$ cat config.mk
export PLATFORM = sky130hd
export DESIGN_NAME = wkup_ctrl
export DESIGN_NICKNAME = d
export VERILOG_FILES = /design/src/rtl/wkup_pkg.sv /design/src/rtl/wkup_regs.sv /design/src/rtl/wkup_timebase.sv /design/src/rtl/wkup_pin_seq.sv /design/src/rtl/wkup_ctrl.sv
export SDC_FILE = /design/constraint.sdc
export NUM_CORES = 1
export LEC_CHECK = 0
export BUFFER_PORTS_ARGS = -buffer_cell sky130_fd_sc_hd__buf_2
export CAP_MARGIN = 25
export CORE_MARGIN = 2
export CORE_UTILIZATION = 60
export CTS_BUF_LIST = sky130_fd_sc_hd__clkbuf_2
export DETAILED_ROUTE_END_ITERATION = 8
export GPL_ROUTABILITY_DRIVEN = 0
export HOLD_SLACK_MARGIN = 0.1
export PLACE_DENSITY = 0.88
export SLEW_MARGIN = 25
export SYNTH_ARGS = -nofsm -noshare
export SYNTH_HDL_FRONTEND = slang
export SYNTH_HIERARCHICAL = 1
export SYNTH_SLANG_ARGS = --single-unit
$ cat constraint.sdc
create_clock -name clk -period 10.3 [get_ports clk]
set_input_delay 2.575 -clock clk [delete_from_list [all_inputs] [get_ports clk]]
set_output_delay 2.575 -clock clk [all_outputs]
set_load 0.01 [all_outputs]
$ cat src/rtl/wkup_pkg.sv
package wkup_pkg;

    localparam int CFG_W  = 8;
    localparam int ADDR_W = 8;
    localparam int SRC_W  = 3;

    typedef logic [CFG_W-1:0]  cnt_t;
    typedef logic [ADDR_W-1:0] addr_t;

    localparam addr_t ADDR_PRESCALE = 8'h14;
    localparam addr_t ADDR_INTERVAL = 8'h15;
    localparam addr_t ADDR_PINDELAY = 8'h17;
    localparam cnt_t  CNT_ONE       = cnt_t'(1);

    typedef struct packed {
        cnt_t prescale;
        cnt_t interval;
        cnt_t pin_delay;
    } cfg_t;

    // bit order matters: host = bit2, rf = bit1, timer = bit0
    typedef struct packed {
        logic host;
        logic rf;
        logic timer;
    } src_t;

    typedef enum logic [1:0] {
        PIN_IDLE,
        PIN_WAIT,
        PIN_LOW,
        PIN_DONE
    } pin_phase_e;

    function automatic cnt_t eff_div(input cnt_t raw);
        return (raw == '0) ? CNT_ONE : raw;
    endfunction

endpackage

$ cat src/rtl/wkup_regs.sv
module wkup_regs
    import wkup_pkg::*;
(
    input  logic  clk,
    input  logic  rst,
    input  logic  we,
    input  addr_t addr,
    input  cnt_t  wdata,
    output cfg_t  cfg
);

    always_ff @(posedge clk) begin
        if (rst) begin
            cfg <= '0;
        end else if (we) begin
            unique case (addr)
                ADDR_PRESCALE: cfg.prescale  <= wdata;
                ADDR_INTERVAL: cfg.interval  <= wdata;
                ADDR_PINDELAY: cfg.pin_delay <= wdata;
                default: ;
            endcase
        end
    end

endmodule

$ cat src/rtl/wkup_timebase.sv
module wkup_timebase
    import wkup_pkg::*;
(
    input  logic clk,
    input  logic rst,
    input  logic asleep,
    input  logic osc_tick,
    input  logic sleep_cmd,
    input  logic restart,
    input  cnt_t prescale,
    input  cnt_t interval,
    output logic tfire
);

    cnt_t pre_cnt;
    cnt_t int_cnt;
    cnt_t div_eff;
    logic tick_ok;
    logic div_hit;

    always_comb begin
        div_eff = eff_div(prescale);
        tick_ok = asleep && osc_tick && !sleep_cmd;
        div_hit = tick_ok && (pre_cnt >= div_eff - CNT_ONE);
        tfire   = div_hit && (interval != '0) && (int_cnt >= interval - CNT_ONE);
    end

    always_ff @(posedge clk) begin
        if (rst || restart) begin
            pre_cnt <= '0;
            int_cnt <= '0;
        end else if (tick_ok) begin
            if (div_hit) begin
                pre_cnt <= '0;
                int_cnt <= int_cnt + CNT_ONE;
            end else begin
                pre_cnt <= pre_cnt + CNT_ONE;
            end
        end
    end

endmodule

$ cat src/rtl/wkup_pin_seq.sv
module wkup_pin_seq
    import wkup_pkg::*;
(
    input  logic clk,
    input  logic rst,
    input  logic wake,
    input  logic sleep_cmd,
    input  logic oclk_tick,
    input  cnt_t pin_delay,
    output logic trx_n
);

    pin_phase_e phase;
    cnt_t       dly_cnt;

    always_ff @(posedge clk) begin
        if (rst) begin
            phase   <= PIN_IDLE;
            dly_cnt <= '0;
        end else if (wake) begin
            phase   <= PIN_WAIT;
            dly_cnt <= '0;
        end else if (sleep_cmd) begin
            phase   <= PIN_IDLE;
            dly_cnt <= '0;
        end else begin
            unique case (phase)
                PIN_WAIT: begin
                    if (dly_cnt >= pin_delay) begin
                        phase <= PIN_LOW;
                    end else if (oclk_tick) begin
                        dly_cnt <= dly_cnt + CNT_ONE;
                    end
                end
                PIN_LOW: begin
                    if (oclk_tick) begin
                        phase <= PIN_DONE;
                    end
                end
                default: ;
            endcase
        end
    end

    assign trx_n = (phase != PIN_LOW);

endmodule

$ cat src/rtl/wkup_ctrl.sv
module wkup_ctrl
    import wkup_pkg::*;
(
    input  logic              clk,
    input  logic              rst,
    input  logic              reg_we,
    input  logic [ADDR_W-1:0] reg_addr,
    input  logic [CFG_W-1:0]  reg_wdata,
    input  logic              osc_tick,
    input  logic              oclk_tick,
    input  logic              rf_sniff,
    input  logic              host_wake,
    input  logic              sleep_cmd,
    input  logic              irq_clr,
    output logic              irq,
    output logic [SRC_W-1:0]  wake_src,
    output logic              asleep,
    output logic              trx_n
);

    cfg_t cfg;
    logic tfire;
    src_t hits;
    src_t src_q;
    logic wake;

    wkup_regs u_regs (
        .clk   (clk),
        .rst   (rst),
        .we    (reg_we),
        .addr  (reg_addr),
        .wdata (reg_wdata),
        .cfg   (cfg)
    );

    wkup_timebase u_tbase (
        .clk       (clk),
        .rst       (rst),
        .asleep    (asleep),
        .osc_tick  (osc_tick),
        .sleep_cmd (sleep_cmd),
        .restart   (sleep_cmd | wake),
        .prescale  (cfg.prescale),
        .interval  (cfg.interval),
        .tfire     (tfire)
    );

    always_comb begin
        hits.timer = asleep && tfire;
        hits.rf    = asleep && rf_sniff;
        hits.host  = asleep && host_wake;
        wake       = |hits;
    end

    always_ff @(posedge clk) begin
        if (rst) begin
            asleep <= 1'b1;
            irq    <= 1'b0;
            src_q  <= '0;
        end else begin
            if (wake) begin
                asleep <= 1'b0;
            end else if (sleep_cmd) begin
                asleep <= 1'b1;
            end
            irq   <= wake | (irq & ~irq_clr);
            src_q <= (irq_clr ? src_t'('0) : src_q) | hits;
        end
    end

    assign wake_src = src_q;

    wkup_pin_seq u_pin (
        .clk       (clk),
        .rst       (rst),
        .wake      (wake),
        .sleep_cmd (sleep_cmd),
        .oclk_tick (oclk_tick),
        .pin_delay (cfg.pin_delay),
        .trx_n     (trx_n)
    );

endmodule

Yosys cells after proc, flatten, opt, wreduce, memory -nomap -nowiden

Index checks and enable logic that the tools add are counted.

Register bits after elaboration: 55
Output and inout port bits: 6

Add/sub/neg operators: 5
Magnitude comparators: 3
Equality and inequality tests: 10
Multiplexer cells: 10
Bitwise gates (word level): 6
Reduce and logical (&&, ||, !) cells: 24

Operators by type and width:

| operator                                               | number |
|---|---|
| adder 8 x 1 -> 8 bit (second input constant)           | 3 |
| == test 8 x 5 -> 1 bit (second input constant)         | 3 |
| >= comparator 8 bit                                    | 3 |
| 2-to-1 mux 8 bit                                       | 2 |
| subtractor 8 x 1 -> 8 bit (second input constant)      | 2 |
| AND reduction 3 bit                                    | 3 |
| logical AND 1 bit                                      | 8 |
| zero test 8 bit                                        | 1 |
| AND reduction 2 bit                                    | 4 |
| nonzero test 8 bit                                     | 1 |
| OR reduction 5 bit                                     | 1 |
| 2-to-1 mux 1 bit                                       | 4 |
| 2-to-1 mux 2 bit                                       | 2 |
| inequality test 2 bit (second input constant)          | 2 |
| inequality test 4 x 3 -> 1 bit (second input constant) | 1 |
| inequality test 4 bit (second input constant)          | 1 |
| one-hot mux 2 bit (2 select lines)                     | 1 |
| nonzero test 2 bit                                     | 2 |
| nonzero test 4 bit                                     | 1 |
| 2-to-1 mux 3 bit                                       | 1 |
| bitwise OR 3 bit                                       | 1 |
| OR reduction 3 bit                                     | 1 |
| == test 2 x 1 -> 1 bit (second input constant)         | 1 |
| == test 2 bit (second input constant)                  | 1 |
| 6 further kinds                                        | 8 |

Logic depth before layout (Yosys ltp)

Gate-level depths: netlist of the first run.

Depth in word-level cells: 11
Gate-level depth with buffers: 19
Gate-level depth less buffers: 18

Modules after synthesis

Netlist of the first run, hierarchy kept.

Modules (own cells, without submodules):

| module        | times used | cells each | area an instance (µm²) |
|---|---|---|---|
| wkup_timebase | 1          | 163        | 1,365.1 |
| wkup_regs     | 1          | 90         | 1,027.2 |
| wkup_pin_seq  | 1          | 87         | 768.2 |
| wkup_ctrl     | 1          | 21         | 193.9 |

Worst setup path before layout of the first run

Ideal clock, no wire load.

Path type: input-to-reg
Start: in osc_tick
End: reg u_pin.dly_cnt[7]
Setup time: 0.074 ns
Arrival: 4.420 ns
Data required time: 10.226 ns
Slack: 5.806 ns
Cell stages on the path: 10
Buffers on the path: 2
Cell sequence: and3b_1 buf_4 nand4_1 a21oi_1 o31ai_2 inv_2 or3_1 buf_1 or4_1 o21ai_0

Longest elaborated chain between the ends: 7

RTL lines:

| what                           | line                | RTL |
|---|---|---|
| start, declared                | wkup_ctrl.sv:9      | `input logic osc_tick,` |
| logical AND 1 bit (2 in a row) | wkup_timebase.sv:23 | `tick_ok = asleep && osc_tick && !sleep_cmd;` |
| logical AND 1 bit              | wkup_timebase.sv:24 | `div_hit = tick_ok && (pre_cnt >= div_eff - CNT_ONE);` |
| logical AND 1 bit (2 in a row) | wkup_timebase.sv:25 | `tfire = div_hit && (interval != '0) && (int_cnt >= interval - CNT_ONE);` |
| net tfire                      | wkup_ctrl.sv:22     | `logic tfire;` |
| logical AND 1 bit              | wkup_ctrl.sv:49     | `hits.timer = asleep && tfire;` |
| OR reduction 5 bit (no line)   | -                   |  |
| end signal, assigned           | wkup_pin_seq.sv:32  | `dly_cnt <= dly_cnt + CNT_ONE;` |
| end, declared                  | wkup_pin_seq.sv:14  | `cnt_t dly_cnt;` |

The timed path passes the listed nets, and every way through them passes these cells.
A chain may end at the register's enable or synchronous reset.

Final worst setup path of the first run

Start: in sleep_cmd
End: reg u_pin.dly_cnt[7]

Longest elaborated chain between the ends: 7

RTL lines:

| what                           | line                | RTL |
|---|---|---|
| start, declared                | wkup_ctrl.sv:13     | `input logic sleep_cmd,` |
| zero test 1 bit                | wkup_timebase.sv:23 |  |
| logical AND 1 bit              | wkup_timebase.sv:23 |  |
| logical AND 1 bit              | wkup_timebase.sv:24 |  |
| logical AND 1 bit (2 in a row) | wkup_timebase.sv:25 |  |
| net tfire                      | wkup_ctrl.sv:22     |  |
| logical AND 1 bit              | wkup_ctrl.sv:49     |  |
| OR reduction 5 bit (no line)   | -                   |  |

The timed path passes the listed nets, and every way through them passes these cells.

==> reports/qor.csv, run 1 <==
metric,value,unit
outcome,finished clean,
ys.flop_type,dfxtp_1,
fin_nets,445,
antenna_found_initial,0,
reg2reg_slack,6100,ps
yosysTopAreaCell,dfxtp_1,
final.setup.tns,0,ps
async_flop_share,0,%
setup_viol,0,
dieArea,6200,um^2
insertedDiodeCount,0,
path_clk_slew,310,ps
peakVddDrop,83.0,uV
min-delay-start,irq$_SDFF_PP0_,
setup_ws,5950,ps
layout-drive-gt1-share,14.9,%
numCtsBuffers,5,
r2r-start,u_regs/cfg[18]$_SDFFE_PP0P_,
reg2reg_to,u_pin/dly_cnt[7]$_SDFFE_PP0P_,
post_cts_buffers,0,
wl,6720,um
route.met2.wl,3430,um
cts_hold_buf,0,
power_density,101,nW/um^2
synth.area.top_cells,"dfxtp_1, ha_1, nand2b_1, mux2i_1, a21oi_1",
yosysTopAreaCellShare,32.8,%
hold_viol,0,
timing.fmax,230,MHz
wl_met1,3040,um
p_leak,1.54,nW
core,5440,um^2
drc_errors,0,
initial_core_util,61.7,%
yosysSeqAreaShare,32.8,%
route.met3.wl,211,um
maxSlewHeadroom,56.4,%
overflow,0,
worstPathRequired,10720,ps
multi_input_area,2110,um^2
dr.pass1.iters,4,
cts-root-buf,clkbuf_2,
seq_area,1100,um^2
netlist_area,3350,um^2
tightest_slew,650,ps
yosysUniqueCellTypes,57,
rsz0062_at_grt,false,
syn2layout_area_growth,7.46,%
critical_path.endpoint_type,flop,
grt_max_degree,45,
first_iter_violations,157,
hold_path_class,flop to flop,
crit_arrival,4770,ps
num_rows,27,
fin_skew,38.1,ps
antenna_left,0,
tritoncts,built,
holdPathEnd,irq$_SDFF_PP0_,
synthCells,361,
synthTopCellsByCount,"dfxtp_1, nand2b_1, ha_1",
die_w,78.8,um
synth_most_common_cell,dfxtp_1,
synth_edf_count,0,
final.min_clock_period,4350,ps
hpwl,5160,um
wire_per_inst,14.6,um
vias,2673,
cts_buffer_depth,2,
grt_usage,22.9,%
whs_path_depth,2,
detail_route.vias_per_cell,5.80,
ys_ff_latch,55,
cts_sinks,55,
fin_crit_sh,42.2,%
syn_area_per_cell,9.29,um^2
worst_setup_path_start_kind,input port,
crit_type,input port to flop,
fp.dieH,78.8,um
htreeDepth,2,
worstPathMaxFanout,9,
pre_cts_ws,5490,ps
clk_latency,450,ps
ioPinCount,31,
drv_cap,0,
grt_pass1_wl,11500,um
portBuffers,30,
nFillCells,446,
first_global_vias,2606,
synth_fp_nets,418,
slew_violations,0,
cts_resized,0,
reg2reg_depth,17,
yosys_warnings,6,
routed.top_layer,met4,
## per-stage QoR
stage | area [um^2] | hold slack (ps) | total power, mW | utilization (%) | std cells
2_1_floorplan | 3350 | 448 | 0.240 | - | 361
3_5_place_dp | 3530 | 467 | 0.251 | 64.9 | 453
5_1_grt | 3600 | 512 | 0.379 | 66.3 | 461
3_3_place_gp | 3530 | 453 | 0.250 | 64.9 | 453
4_1_cts | 3600 | 497 | 0.367 | 66.3 | 461
6_report | 3600 | 496 | 0.365 | 66.3 | 461
## worst max-delay path: stages
cell and delay [ps]:
buf_2 160, and3b_1 300, nand4_1 110, a21oi_1 60, o31ai_2 320, inv_2 100
or3_1 520, or4_1 530, o21ai_0 80
## sequential cells by signal, summed over array words and instances, names as in the netlist
register / count
asleep: 1
u_pin/dly_cnt: 8
u_tbase/pre_cnt: 8
u_tbase/int_cnt: 8
u_regs/cfg: 24
u_pin/phase: 2
irq: 1
wake_src: 3
## how the worst max path moves through the flow
stage,start,end,slack [ps],cells after the start
after floorplan,osc_tick,u_pin/dly_cnt[7]$_SDFFE_PP0P_,5810,10
after global placement,sleep_cmd,u_pin/dly_cnt[7]$_SDFFE_PP0P_,5590,9
after detailed placement,sleep_cmd,u_pin/dly_cnt[7]$_SDFFE_PP0P_,5490,9
after CTS,sleep_cmd,u_pin/dly_cnt[7]$_SDFFE_PP0P_,5990,9
after global routing,u_regs/cfg[18]$_SDFFE_PP0P_,u_pin/dly_cnt[7]$_SDFFE_PP0P_,5890,17
final,sleep_cmd,u_pin/dly_cnt[7]$_SDFFE_PP0P_,5950,9
## kinds of logic after synthesis
family / count (synthesis) / share of synthesized area (%)
flip-flops: 55 / 32.8
buffers and inverters: 31 / 4.29
multiplexers: 26 / 7.76
AND/OR/NAND/NOR: 138 / 25.0
AO/OA/AOI/OAI: 63 / 14.1
XOR/XNOR: 16 / 4.18
adder cells (fa/ha/maj): 32 / 11.9
## final cells by class
class | instances | share of cell area, %
Sequential cell | 55 | 30.5
Multi-Input combinational cell | 275 | 58.5
Tap cell | 72 | 2.50
Timing Repair Buffer | 30 | 4.17
Clock inverter | 3 | 1.39
Clock buffer | 5 | 0.694
Inverter | 21 | 2.19
## routing by layer
metal,GRT usage (%),vias to the layer above
li1,-,1350
met1,28.8,1277
met2,40.9,42
met3,3.75,4
met4,5.44,0
met5,0,-
## power by group
part           total [mW]  switching, mW  internal, mW
Sequential          0.218        0.00171         0.216
Clock               0.117         0.0730        0.0439
Combinational      0.0306         0.0176        0.0130
## cell usage in the layout, fill, tap and decap left out, drive strengths merged, types with 2 or more instances in the layout
master / netlist / layout
a31oi: 2 / 2
xnor2: 10 / 10
o31ai: 9 / 9
a21o: 2 / 2
nand3b: 2 / 2
a21oi: 24 / 24
nand2b: 43 / 43
nor4: 4 / 4
nand3: 13 / 13
nand4: 5 / 5
inv: 21 / 23
nor3b: 2 / 2
or4: 7 / 7
o21ai: 12 / 12
buf: 6 / 30
and3: 2 / 2
nand2: 16 / 16
ha: 32 / 32
o21a: 2 / 2
nor2: 21 / 21
mux2i: 26 / 26
nand4b: 2 / 2
nor2b: 2 / 2
a2111oi: 4 / 4
or3: 5 / 5
xor2: 6 / 6
clkbuf: 4 / 5
and4: 4 / 4
nor3: 4 / 4
dfxtp: 55 / 55
No activity file was read; power rests on OpenSTA's default activity.
==> run 2, diff against run 1 <==
clock period = 4.28 ns   (was 10.3 ns; I/O delays follow)
==> run 2 against run 1 <==
Wire length rose by 1.3%. Utilization grew 0.18 points. Count of clock-buffer cells in the layout is the same. Total power up 140%. Clock skew down 21 ps. Setup slack worse by 5600 ps. Global-route usage up 0.70 points. Sequential cell count is the same. Final area rose by 0.28%. Largest cell class unchanged. Largest power group unchanged.
==> reports/qor.csv, run 2 (synthesis results as in run 1) <==
metric,value,unit,change
path_clk_slew,270,ps,was 310 ps
drv_cap,0,,unchanged
timing.fmax,252,MHz,
grt_max_degree,45,,unchanged
pre_cts_ws,293,ps,was 5490 ps
final.setup.tns,0,ps,unchanged
power_switching,0.214,mW,was 0.0924 mW
setup_viol,0,,unchanged
initial_core_util,61.7,%,unchanged
whs_path_depth,2,,unchanged
min-delay-start,u_pin/dly_cnt[7]$_SDFFE_PP0P_,,was irq$_SDFF_PP0_
final.min_clock_period,3960,ps,
detail_route.vias_per_cell,5.80,,about the same
grt_pass1_wl,11700,um,"was 11,500 um"
cts_hold_buf,0,,unchanged
dieArea,6200,um^2,unchanged
ioPinCount,31,,unchanged
rsz0062_at_grt,false,,unchanged
crit_chain,"nor4_2, nand2_1, nor2_1, nor2_1, ha_1, xnor2_1, ha_1, o21ai_0, nand2b_1, a31o_2, nand4_1, a21oi_1, o31ai_2, inv_2, or3_4, or4_1, o21ai_0",,"was buf_2, and3b_1, nand4_1, a21oi_1, o31ai_2, inv_2, or3_1, or4_1, o21ai_0"
reg2reg_depth,17,,unchanged
peakVddDrop,195,uV,was 83.0 uV
fin_nets,446,,was 445
holdWs,493,ps,was 496 ps
largest_reg_flops,24,,unchanged
fin_crit_sh,92.6,%,
tightest_slew,663,ps,was 650 ps
reg2reg_slack,320,ps,was 6100 ps
crit_path_max_incr_delay,500,ps,was 530 ps
num_rows,27,,unchanged
final_common_cell,dfxtp_1,,unchanged
cts-root-buf,clkbuf_2,,unchanged
layout-drive-gt1-share,15.9,%,was 14.9%
holdPathEnd,u_pin/dly_cnt[7]$_SDFFE_PP0P_,,was irq$_SDFF_PP0_
worst_setup_path_start_kind,flop,,was input port
crit_type,flop to flop,,was input port to flop
combPwrFrac,8.7,%,was 8.4%
tritoncts,built,,unchanged
seqPwrFrac,60.8,%,was 59.6%
fin_skew,17.4,ps,was 38.1 ps
crit_arrival,4390,ps,was 4770 ps
die_w,78.8,um,unchanged
worstPathMaxFanout,8,,was 9
dr.pass1.iters,4,,unchanged
power_frac_clock,30.6,%,was 32.0%
insertedDiodeCount,0,,unchanged
slowest_stage,or4_1,,unchanged
outcome,finished clean,,unchanged
first_iter_violations,139,,was 157
cp-startpoint,u_regs/cfg[19]$_SDFFE_PP0P_,,was sleep_cmd
htreeDepth,2,,unchanged
hold_path_class,flop to flop,,unchanged
antenna_found_initial,0,,unchanged
p_int,0.648,mW,was 0.273 mW
p_sw_share,24.8,%,was 25.3%
portBuffers,30,,unchanged
critPathTopFamily,simple AND/OR/NAND/NOR gates,,unchanged
cp.buffers_inverters,1,,was 2
p_leak,1.54,nW,about the same
clk_latency,470,ps,was 450 ps
critical_path.endpoint_type,flop,,unchanged
worstPathRequired,4710,ps,"was 10,720 ps"
first_global_vias,2674,,"was 2,606"
wire_per_inst,14.7,um,was 14.6 um
numCtsBuffers,5,,unchanged
fp.dieH,78.8,um,unchanged
slew_violations,0,,unchanged
largest_register,u_regs/cfg,,unchanged
maxSlewHeadroom,55.5,%,was 56.4%
reg2reg_to,u_pin/dly_cnt[7]$_SDFFE_PP0P_,,unchanged
syn2layout_area_growth,7.76,%,was 7.46%
hpwl,5070,um,was 5160 um
hold_viol,0,,unchanged
vias,2679,,"was 2,673"
core,5440,um^2,unchanged
setup_ws,315,ps,was 5950 ps
grt_usage,23.6,%,was 22.9%
wl,6810,um,was 6720 um
overflow,0,,unchanged
cts_sinks,55,,unchanged
drc_errors,0,,unchanged
r2r-start,u_regs/cfg[19]$_SDFFE_PP0P_,,was u_regs/cfg[18]$_SDFFE_PP0P_
fin_util,66.5,%,was 66.3%
layout_common_cells,"dfxtp_1, nand2b_1, ha_1, buf_2, mux2i_1",,unchanged
antenna_left,0,,unchanged
cts_buffer_depth,2,,unchanged
power_density,238,nW/um^2,was 101 nW/um^2
[run 2: power by group through the flow]
stage,clock network [mW],registers [mW],logic (mW)
after global placement,0,0.532,0.0703
after global routing,0.286,0.525,0.0828
after detailed placement,0,0.532,0.0724
after floorplan,0,0.533,0.0448
final,0.263,0.524,0.0747
after CTS,0.267,0.524,0.0728
[run 2: worst max path at each step]
| stage | slack (ps) | cells past startpoint | endpoint |
|---|---|---|---|
| floorplan | 550 | 16 | u_pin/dly_cnt[7]$_SDFFE_PP0P_ |
| global placement | 400 | 15 | u_pin/dly_cnt[7]$_SDFFE_PP0P_ |
| detailed placement | 290 | 17 | u_pin/dly_cnt[7]$_SDFFE_PP0P_ |
| CTS | 200 | 17 | u_pin/dly_cnt[7]$_SDFFE_PP0P_ |
| global route | 10 | 17 | u_pin/dly_cnt[7]$_SDFFE_PP0P_ |
| finish | 320 | 17 | u_pin/dly_cnt[7]$_SDFFE_PP0P_ |
[run 2: timing repair]
item                                   in CTS  in global routing
resized for setup                           0                  4
endpoints found under the hold margin       0                  0
buffers inserted                            0                  1
setup endpoints to repair                   0                  1
[run 2: metal layers]
layer  GRT usage (%)  share of wire [%]
met1            27.2                 45
met2            43.4                 51
met3            5.11                3.1
met4            7.02                1.2
met5               0                  0
[run 2: final cells by class]
type | count | area (um^2)
timing repair buffer | 31 | 158
inverter | 21 | 78.8
multi-input combinational | 275 | 2120
clock buffer | 5 | 25.0
tap | 72 | 90.1
clock inverter | 3 | 38.8
fill | 430 | 1820
sequential | 55 | 1100
[run 2: worst register-to-register path, cell delays in order, from the launching register on]
cell and delay, ps:
dfxtp_2 410, nor4_2 310, nand2_1 100, nor2_1 140, nor2_1 80, ha_1 230, xnor2_1 180, ha_1 260
o21ai_0 190, nand2b_1 140, a31o_2 280, nand4_1 90, a21oi_1 70, o31ai_2 340, inv_2 100, or3_4 450
or4_1 500, o21ai_0 70
[run 2: per-stage QoR]
stage | area [um^2] | cells | total power, mW
CTS | 3590 | 461 | 0.863
floorplan | 3350 | 361 | 0.578
finish | 3610 | 462 | 0.862
global placement | 3530 | 453 | 0.602
detailed placement | 3530 | 453 | 0.605
global route | 3610 | 462 | 0.894
==> run 3, diff against run 2 <==
CORE_UTILIZATION = 62   (was 60)
MAX_ROUTING_LAYER = met4   (was not set)
PLACE_DENSITY = 0.91   (was 0.88)
==> run 3 against run 2 <==
Total power decreased by 7.8%. Non-clock buffer count stayed put. Utilization increased by 2.9 points. Setup slack worse by 71 ps. Sequential power is essentially flat. Via count hardly changed. Wire length shrank 1.5%. Final cell count down 0.43%. Fmax is 1.8% lower. Critical endpoint unchanged. Largest power group unchanged. Highest routed layer unchanged.
==> reports/qor.csv, run 3 (synthesis results as in run 1) <==
metric,value,unit,change
initial_core_util,64.9,%,was 61.7%
overflow,0,,unchanged
combPwrFrac,9.5,%,was 8.7%
setup_viol,0,,unchanged
ioPinCount,31,,unchanged
min-delay-start,wake_src[0]$_SDFF_PP0_,,was u_pin/dly_cnt[7]$_SDFFE_PP0P_
dieArea,6010,um^2,was 6200 um^2
fin_util,69.3,%,was 66.5%
timing.fmax,248,MHz,was 252 MHz
placed_area,3530,um^2,about the same
nFillCells,403,,was 430
critical_path.endpoint_type,flop,,unchanged
cp-startpoint,u_regs/cfg[19]$_SDFFE_PP0P_,,unchanged
worstPathRequired,4710,ps,about the same
syn2layout_area_growth,6.90,%,was 7.76%
wire_per_inst,14.6,um,was 14.7 um
peakVddDrop,185,uV,was 195 uV
numCtsBuffers,5,,unchanged
fin_crit_sh,94.3,%,was 92.6%
cts-root-buf,clkbuf_2,,unchanged
cts_sinks,55,,unchanged
cts_buffer_depth,2,,unchanged
p_leak,1.52,nW,was 1.54 nW
largest_register,u_regs/cfg,,unchanged
crit_type,flop to flop,,unchanged
htreeDepth,2,,unchanged
outcome,finished clean,,unchanged
worstPathMaxFanout,8,,unchanged
power_density,222,nW/um^2,was 238 nW/um^2
clk_latency,460,ps,was 470 ps
drc_errors,0,,unchanged
power_frac_clock,24.6,%,was 30.6%
seq_area,1100,um^2,about the same
path_clk_slew,280,ps,was 270 ps
p_sw_share,26.0,%,was 24.8%
worst_setup_path_start_kind,flop,,unchanged
vias,2681,,"was 2,679"
slew_violations,0,,unchanged
p_int,0.588,mW,was 0.648 mW
antenna_left,0,,unchanged
final_common_cell,dfxtp_1,,unchanged
final.setup.tns,0,ps,unchanged
fp.dieH,77.6,um,was 78.8 um
holdWs,486,ps,was 493 ps
grt_max_degree,45,,unchanged
wl,6710,um,was 6810 um
power_switching,0.207,mW,was 0.214 mW
first_global_vias,2643,,"was 2,674"
core,5170,um^2,was 5440 um^2
multi_input_area,2120,um^2,unchanged
cts_hold_buf,0,,unchanged
hold_viol,0,,unchanged
r2r-start,u_regs/cfg[19]$_SDFFE_PP0P_,,unchanged
dr.pass1.iters,4,,unchanged
fin_skew,33.4,ps,was 17.4 ps
layout_common_cells,"dfxtp_1, nand2b_1, ha_1, buf_2, mux2i_1",,unchanged
layout-drive-gt1-share,15.1,%,was 15.9%
tightest_slew,656,ps,was 663 ps
grt_usage,24.3,%,was 23.6%
power,0.795,mW,was 0.862 mW
final.min_clock_period,4040,ps,was 3960 ps
fin_nets,446,,unchanged
detail_route.vias_per_cell,5.83,,was 5.80
largest_reg_flops,24,,unchanged
num_rows,26,,was 27
crit_arrival,4460,ps,was 4390 ps
hpwl,5090,um,was 5070 um
first_iter_violations,116,,was 139
drv_cap,0,,unchanged
die_w,77.6,um,was 78.8 um
tritoncts,built,,unchanged
seqPwrFrac,65.9,%,was 60.8%
hold_path_class,flop to flop,,unchanged
portBuffers,30,,unchanged
final_cell_area,3590,um^2,was 3610 um^2
grt_pass1_wl,11600,um,"was 11,700 um"
insertedDiodeCount,0,,unchanged
maxSlewHeadroom,56.0,%,was 55.5%
antenna_found_initial,0,,unchanged
run 3: cell count changes in the layout (fill, tap and decap cells not counted):
cell        delta
clkinv_2       -1
dfxtp_1        +2
bufinv_16      -1
dfxtp_2        -2
clkinv_1       +1
clkinvlp_4     +1
run 3: final cells by class:
cell class,count,area share [%]
Timing Repair Buffer,31,4.40
Clock buffer,5,0.698
Tap cell,70,2.44
Inverter,21,2.20
Multi-Input combinational cell,275,59.1
Clock inverter,3,0.419
Sequential cell,55,30.7
run 3: power by group through the flow:
stage / logic, mW / registers [mW] / clock network, mW
after global placement: 0.0702 / 0.532 / 0
after global routing: 0.0830 / 0.525 / 0.220
after detailed placement: 0.0724 / 0.533 / 0
after floorplan: 0.0448 / 0.533 / 0
after CTS: 0.0730 / 0.523 / 0.202
final: 0.0755 / 0.523 / 0.196
run 3: timing repair:
item	CTS	global route
buffers inserted	0	1
gates resized for setup	0	2
setup endpoints to repair	0	1
run 3: path summary, 6_finish.rpt:
path	endpoint	slack, ps	cells after the start
setup / recovery	u_pin/dly_cnt[7]$_SDFFE_PP0P_	240	17
hold / removal	wake_src[0]$_SDFF_PP0_	490	2
hold reg to reg	wake_src[0]$_SDFF_PP0_	490	2
setup reg to reg	u_pin/dly_cnt[7]$_SDFFE_PP0P_	240	17
run 3: per-stage QoR:
step,worst slack [ps],cells
after floorplan,555,361
after global placement,403,451
after detailed placement,166,451
after CTS,137,459
after global routing,-4.63,460
final,244,460
run 3: critical path, stage by stage, from the launching register on:
cell	delay [ps]
dfxtp_1	410
nor4_2	310
nand2_1	100
nor2_1	140
nor2_1	80
ha_1	230
xnor2_1	190
ha_1	260
o21ai_0	200
nand2b_1	140
a31o_2	290
nand4_1	90
a21oi_1	70
o31ai_2	350
inv_2	100
or3_4	450
or4_1	530
o21ai_0	80
run 3: metal layers:
layer / vias up / wire [um] / GRT usage (%)
li1: 1350 / - / -
met1: 1253 / 3110 / 29.8
met2: 65 / 3210 / 41.3
met3: 13 / 269 / 3.60
met4: 0 / 113 / 7.86
met5: - / 0 / -
